### src/rtl/rs_syn_pkg.sv
package rs_syn_pkg;

  localparam int unsigned SYM_W = 8;
  // low byte of x^8+x^4+x^3+x^2+1
  localparam logic [SYM_W-1:0] RED_POLY = 8'h1D;

  // generic field product; with a constant operand it folds into XOR gates
  function automatic logic [SYM_W-1:0] gf_mul(input logic [SYM_W-1:0] a,
                                              input logic [SYM_W-1:0] b);
    logic [SYM_W-1:0] prod;
    logic [SYM_W-1:0] sh;
    prod = '0;
    sh   = a;
    for (int k = 0; k < int'(SYM_W); k++) begin
      if (b[k]) prod = prod ^ sh;
      sh = sh[SYM_W-1] ? ({sh[SYM_W-2:0], 1'b0} ^ RED_POLY)
                       : {sh[SYM_W-2:0], 1'b0};
    end
    return prod;
  endfunction

  function automatic logic [SYM_W-1:0] gf_alpha_pow(input int unsigned e);
    logic [SYM_W-1:0] r;
    r = SYM_W'(1);
    for (int unsigned k = 0; k < e; k++) r = gf_mul(r, SYM_W'(2));
    return r;
  endfunction

endpackage

### src/rtl/rs_syn_cmul.sv
module rs_syn_cmul
  import rs_syn_pkg::*;
#(
  parameter logic [SYM_W-1:0] COEF = 8'h01
) (
  input  logic [SYM_W-1:0] din,
  output logic [SYM_W-1:0] dout
);

  logic [SYM_W-1:0] part [SYM_W];

  // one precomputed column per input bit: COEF * x^j
  for (genvar j = 0; j < int'(SYM_W); j++) begin : g_col
    localparam logic [SYM_W-1:0] COL = gf_mul(COEF, SYM_W'(1) << j);
    assign part[j] = din[j] ? COL : '0;
  end

  always_comb begin
    dout = '0;
    for (int j = 0; j < int'(SYM_W); j++) dout = dout ^ part[j];
  end

endmodule

### src/rtl/rs_syn_frame.sv
module rs_syn_frame (
  input  logic clk,
  input  logic rst_n,
  input  logic sym_vld,
  input  logic sym_last,
  output logic blk_first
);

  logic open_q;
  logic open_d;

  always_comb begin
    open_d = open_q;
    if (sym_vld) open_d = ~sym_last;
  end

  always_ff @(posedge clk or negedge rst_n) begin
    if (!rst_n) open_q <= 1'b0;
    else        open_q <= open_d;
  end

  assign blk_first = ~open_q;

  // a block ends -> the next valid symbol must be treated as the first one
  p_restart_r3: assert property (@(posedge clk) disable iff (!rst_n)
    sym_vld && sym_last |=> blk_first);

  // idle cycles do not open or close a block, whatever sym_last says
  p_idle_frame_r8: assert property (@(posedge clk) disable iff (!rst_n)
    !sym_vld |=> $stable(blk_first));

endmodule

### src/rtl/rs_syn_cell.sv
module rs_syn_cell
  import rs_syn_pkg::*;
#(
  parameter int unsigned ROOT_EXP = 0
) (
  input  logic             clk,
  input  logic             rst_n,
  input  logic             sym_vld,
  input  logic             blk_first,
  input  logic [SYM_W-1:0] sym_in,
  output logic [SYM_W-1:0] acc_nxt
);

  localparam logic [SYM_W-1:0] ROOT = gf_alpha_pow(ROOT_EXP % 255);

  logic [SYM_W-1:0] acc_q;
  logic [SYM_W-1:0] scaled;

  rs_syn_cmul #(.COEF(ROOT)) u_mul (
    .din  (acc_q),
    .dout (scaled)
  );

  // Horner step; the first symbol of a block replaces the old value
  always_comb begin
    if (blk_first) acc_nxt = sym_in;
    else           acc_nxt = scaled ^ sym_in;
  end

  always_ff @(posedge clk or negedge rst_n) begin
    if (!rst_n)       acc_q <= '0;
    else if (sym_vld) acc_q <= acc_nxt;
  end

  p_fresh_load_r3: assert property (@(posedge clk) disable iff (!rst_n)
    sym_vld && blk_first |=> acc_q == $past(sym_in));

  p_idle_hold_r8: assert property (@(posedge clk) disable iff (!rst_n)
    !sym_vld |=> $stable(acc_q));

endmodule

### src/rtl/rs_syn_out.sv
module rs_syn_out
  import rs_syn_pkg::*;
#(
  parameter int unsigned NUM_SYN = 16,
  localparam int unsigned VEC_W = NUM_SYN * SYM_W
) (
  input  logic             clk,
  input  logic             rst_n,
  input  logic             cap_en,
  input  logic [VEC_W-1:0] syn_nxt,
  output logic [VEC_W-1:0] syn_q,
  output logic             done_q,
  output logic             clean_q
);

  logic clean_d;

  always_comb clean_d = (syn_nxt == '0);

  always_ff @(posedge clk or negedge rst_n) begin
    if (!rst_n) begin
      syn_q   <= '0;
      done_q  <= 1'b0;
      clean_q <= 1'b0;
    end else begin
      done_q <= cap_en;
      if (cap_en) begin
        syn_q   <= syn_nxt;
        clean_q <= clean_d;
      end
    end
  end

  p_hold_r5: assert property (@(posedge clk) disable iff (!rst_n)
    !done_q |-> $stable(syn_q) && $stable(clean_q));

  p_clean_zero_r6: assert property (@(posedge clk) disable iff (!rst_n)
    clean_q |-> syn_q == '0);

  p_done_follow_r4: assert property (@(posedge clk) disable iff (!rst_n)
    cap_en |=> done_q);

endmodule

### src/rtl/rs_syndrome.sv
module rs_syndrome
  import rs_syn_pkg::*;
#(
  parameter int unsigned NUM_SYN    = 16,
  parameter int unsigned FIRST_ROOT = 0,
  localparam int unsigned VEC_W = NUM_SYN * SYM_W
) (
  input  logic             clk,
  input  logic             rst_n,
  input  logic             sym_vld,
  input  logic             sym_last,
  input  logic [SYM_W-1:0] sym_in,
  output logic [VEC_W-1:0] syn_flat,
  output logic             syn_done,
  output logic             syn_clean
);

  logic             blk_first;
  logic             cap_en;
  logic [VEC_W-1:0] syn_nxt;

  rs_syn_frame u_frame (
    .clk       (clk),
    .rst_n     (rst_n),
    .sym_vld   (sym_vld),
    .sym_last  (sym_last),
    .blk_first (blk_first)
  );

  for (genvar i = 0; i < int'(NUM_SYN); i++) begin : g_cell
    rs_syn_cell #(.ROOT_EXP(FIRST_ROOT + i)) u_cell (
      .clk       (clk),
      .rst_n     (rst_n),
      .sym_vld   (sym_vld),
      .blk_first (blk_first),
      .sym_in    (sym_in),
      .acc_nxt   (syn_nxt[i*SYM_W +: SYM_W])
    );
  end

  assign cap_en = sym_vld & sym_last;

  rs_syn_out #(.NUM_SYN(NUM_SYN)) u_out (
    .clk     (clk),
    .rst_n   (rst_n),
    .cap_en  (cap_en),
    .syn_nxt (syn_nxt),
    .syn_q   (syn_flat),
    .done_q  (syn_done),
    .clean_q (syn_clean)
  );

  p_no_spurious_done_r4: assert property (@(posedge clk) disable iff (!rst_n)
    !(sym_vld && sym_last) |=> !syn_done);

endmodule

### config.mk
export PLATFORM = sky130hd
export DESIGN_NAME = rs_syndrome
export DESIGN_NICKNAME = d
export VERILOG_FILES = /design/src/rtl/rs_syn_pkg.sv /design/src/rtl/rs_syn_cmul.sv /design/src/rtl/rs_syn_frame.sv /design/src/rtl/rs_syn_cell.sv /design/src/rtl/rs_syn_out.sv /design/src/rtl/rs_syndrome.sv
export SDC_FILE = /design/constraint.sdc
export NUM_CORES = 1
export LEC_CHECK = 0
export CAP_MARGIN = 5
export CORE_MARGIN = 3
export CORE_UTILIZATION = 43
export CTS_BUF_LIST = sky130_fd_sc_hd__clkbuf_4
export CTS_CLUSTER_DIAMETER = 30
export DETAILED_ROUTE_END_ITERATION = 6
export HOLD_SLACK_MARGIN = 0.02
export PLACE_DENSITY = 0.76
export SKIP_CTS_REPAIR_TIMING = 1
export SLEW_MARGIN = 10
export SYNTH_ARGS = -nofsm -noshare
export SYNTH_HDL_FRONTEND = slang
export SYNTH_SLANG_ARGS = --single-unit
### constraint.sdc
create_clock -name clk -period 2.8 [get_ports clk]
set_clock_uncertainty 0.15 [all_clocks]
set_input_delay 0.28 -clock clk [delete_from_list [all_inputs] [get_ports clk]]
set_output_delay 0.28 -clock clk [all_outputs]
set_load 0.03 [all_outputs]
==> metrics.yaml <==
outcome:
  status: "finished, violations left"
  violations: "negative setup slack"
clock_network:
  clkLatencyLatePin_ns: 0.70
  ctsHtreeMaxLevel: 3
  cts_buffers: 73
  clk_pin_slew_ns: 0.07
  cts_buffer_depth: 3
  clkSinkCount: 259
  clock-root-buffer: "clkbuf_4"
  tritoncts: "yes"
cells_and_area:
  drive_above_1_share: 0.1716
  nNetsFinal: 1851
  fillers: 2888
  fin_util: 0.5679
  area_growth_pct: 28.37
floorplan:
  start_util: 0.4424
  die-width_um: 187.6
  fp-row-count: 65
  fp.dieArea_um2: 35180
  die_h_um: 187.6
  ios: 142
  core_um2: 32040
synthesis:
  synth_area_leaders: "dfrtp_1, xnor2_1, a21oi_1"
  synthesis.nets: 1594
  netlist_instances: 1582
  yosysWarnings: 0
  yosysSeqAreaShare: 0.4572
  async_flop_share: 1.000
  synth_cell_types: 61
  synth_top_flop_cell: "dfrtp_1"
  synthMostInstantiatedCell: "nor2_1"
  synth_area_leader_cell: "dfrtp_1"
  synth_common_cells: "nor2_1, a21oi_1, dfrtp_1, xnor2_1, nand2_1"
  syn_area_um2: 14170
  ys_seq_elements: 259
  synth_area_per_cell_um2: 8.960
  synth_top_cell_area_share: 0.4572
  synth-edff-count: 0
run:
  max_cap_violations: 0
placed_design:
  gp_congestion: 0.9717
  port-buffer-count: 141
  hpwl_um: 31510
worst_setup_path:
  required_ns: 3.25
  worst_setup_path_end_kind: "flip-flop"
  crit_slowest_cell: "dfrtp_4"
  critPathMaxFanout: 19
  cp-start-kind: "flip-flop"
  critical-path-max-stage-delay_ns: 0.58
  critPathKind: "flip-flop to flip-flop"
  cpMostUsedCell: "or4_1"
  crit_arrival_ns: 3.26
  path_cells: "clkbuf_16 -> o21ai_0 -> a22oi_1 -> or4_1 -> nor4_2 -> nand4_1 -> or4_1 -> o22ai_2"
power_and_ir_drop:
  power_density_nw_per_um2: 1557
  p_leak_nw: 7.492
  p_total_mw: 28.33
  ir_drop_mv: 0.7721
route:
  drtAntennaViolNets: 0
  wirelength_um: 43580
  drt_first_pass_iters: 5
  routed-via-count: 12448
  post-route-drc-count: 0
  drt-vias-per-instance: 5.354
  routedWlPerCell_um: 18.74
  drt_iter0_markers: 1215
timing:
  max_freq_mhz: 356.3
  setup_slack_ns: -0.006697
  tightest_slew_ns: 0.7925
  relSlewSlack: 0.4717
  slew_violations: 0
  setup_viol: 1
  fin_crit_sh: 1.002
  rsz0062_at_grt: "yes"
  hold_viol: 0
  min_period_ns: 2.807
min_path:
  holdCritPathClass: "primary input to async pin"
global_route:
  antenna_found_initial: 2
  gr-total-overflow: 0
  grt.total_usage: 0.2416
  grt_pass1_vias: 12160
  grt_pass1_wl_um: 67690
  grt_max_degree: 181
-- placed cells by master (no fill, tap or decap), types with 7 or more instances in the layout --
cell               n
dfrtp_1          255
buf_12             9
xor2_1            80
nor2_1           310
nand4_1           16
o22ai_1            7
xnor2_1          203
a311oi_1           7
clkdlybuf4s50_1  137
clkinv_1          14
clkbuf_4          97
xor2_2             9
nand2b_1           8
xnor3_1            7
o21ai_0           36
a21oi_1          264
nand3_1           15
nand2_1          112
xnor2_2           19
buf_4            148
-- area by class of cell --
class	count	area, µm²	area share
multi-input combinational	1191	7407	0.4071
tap	435	544.3	0.02991
antenna	2	5.005	0.0002750
clock inverter	27	181.4	0.009970
timing repair buffer	305	2803	0.1540
clock buffer	97	728.2	0.04002
inverter	9	38.79	0.002132
sequential	259	6489	0.3566
-- power breakdown --
part           switching [mW]  internal (mW)  total [mW]
logic                    9.77           8.11        17.9
clock network            1.63           1.81        3.44
registers                1.63           5.38        7.01
-- worst max-delay path, delay by kind of cell (launching register included) --
kind	cells	cell delay (ns)
buffers and inverters	1	0.23
flip-flops	1	0.58
AO/OA/AOI/OAI	3	0.37
AND/OR/NAND/NOR	4	1.37
-- state kept, by name (all words and copies together), names as in the netlist --
register,flops
u_out.syn_q,128
u_out.done_q,1
g_cell.u_cell.acc_q,128
u_out.clean_q,1
u_frame.open_q,1
-- stage by stage --
stage | setup TNS, ns | setup WS, ns | hold WS (ns) | instances | area (µm²)
2_1_floorplan | 0 | 0.1746 | -0.1656 | 1582 | 14170
3_3_place_gp | -0.1824 | -0.1824 | 0.06681 | 2189 | 16910
3_5_place_dp | -0.2130 | -0.2130 | 0.07301 | 2189 | 16910
4_1_cts | -0.1248 | -0.1248 | -0.6661 | 2313 | 17820
5_1_grt | -0.07566 | -0.07566 | 0.01332 | 2325 | 18200
6_report | -0.006697 | -0.006697 | 0.02833 | 2325 | 18200
-- path summary, 6_finish.rpt --
| kind | start | endpoint | slack (ns) | cells past startpoint |
|---|---|---|---|---|
| max | u_frame.open_q$_DFFE_PN0P_ | u_out.clean_q$_DFFE_PN0P_ | -0.007 | 8 |
| min | rst_n | u_out.syn_q[53]$_DFFE_PN0P_ | 0.03 | 3 |
| max reg2reg | u_frame.open_q$_DFFE_PN0P_ | u_out.clean_q$_DFFE_PN0P_ | -0.007 | 8 |
| min reg2reg | u_out.syn_q[10]$_DFFE_PN0P_ | u_out.syn_q[10]$_DFFE_PN0P_ | 0.37 | 2 |
| max in group asynchronous | rst_n | u_out.syn_q[122]$_DFFE_PN0P_ | 2.06 | 3 |
| min in group clk | sym_in[2] | g_cell[0].u_cell.acc_q[2]$_DFFE_PN0P_ | 0.32 | 3 |
-- kinds of logic after synthesis --
logic type / synth area share
flops: 0.4572
simple gates: 0.1483
compound gates: 0.1399
mux: 0.007326
xor+xnor: 0.2100
buf+inv: 0.03725
-- metal layers --
layer / global-route usage / vias to the layer above / part of all wire
li1: - / 5793 / -
met1: 0.3328 / 6046 / 0.43
met2: 0.3759 / 533 / 0.46
met3: 0.06020 / 76 / 0.084
met4: 0.07792 / 0 / 0.023
met5: 0 / - / 0
Power figures use the tool's default switching activity.
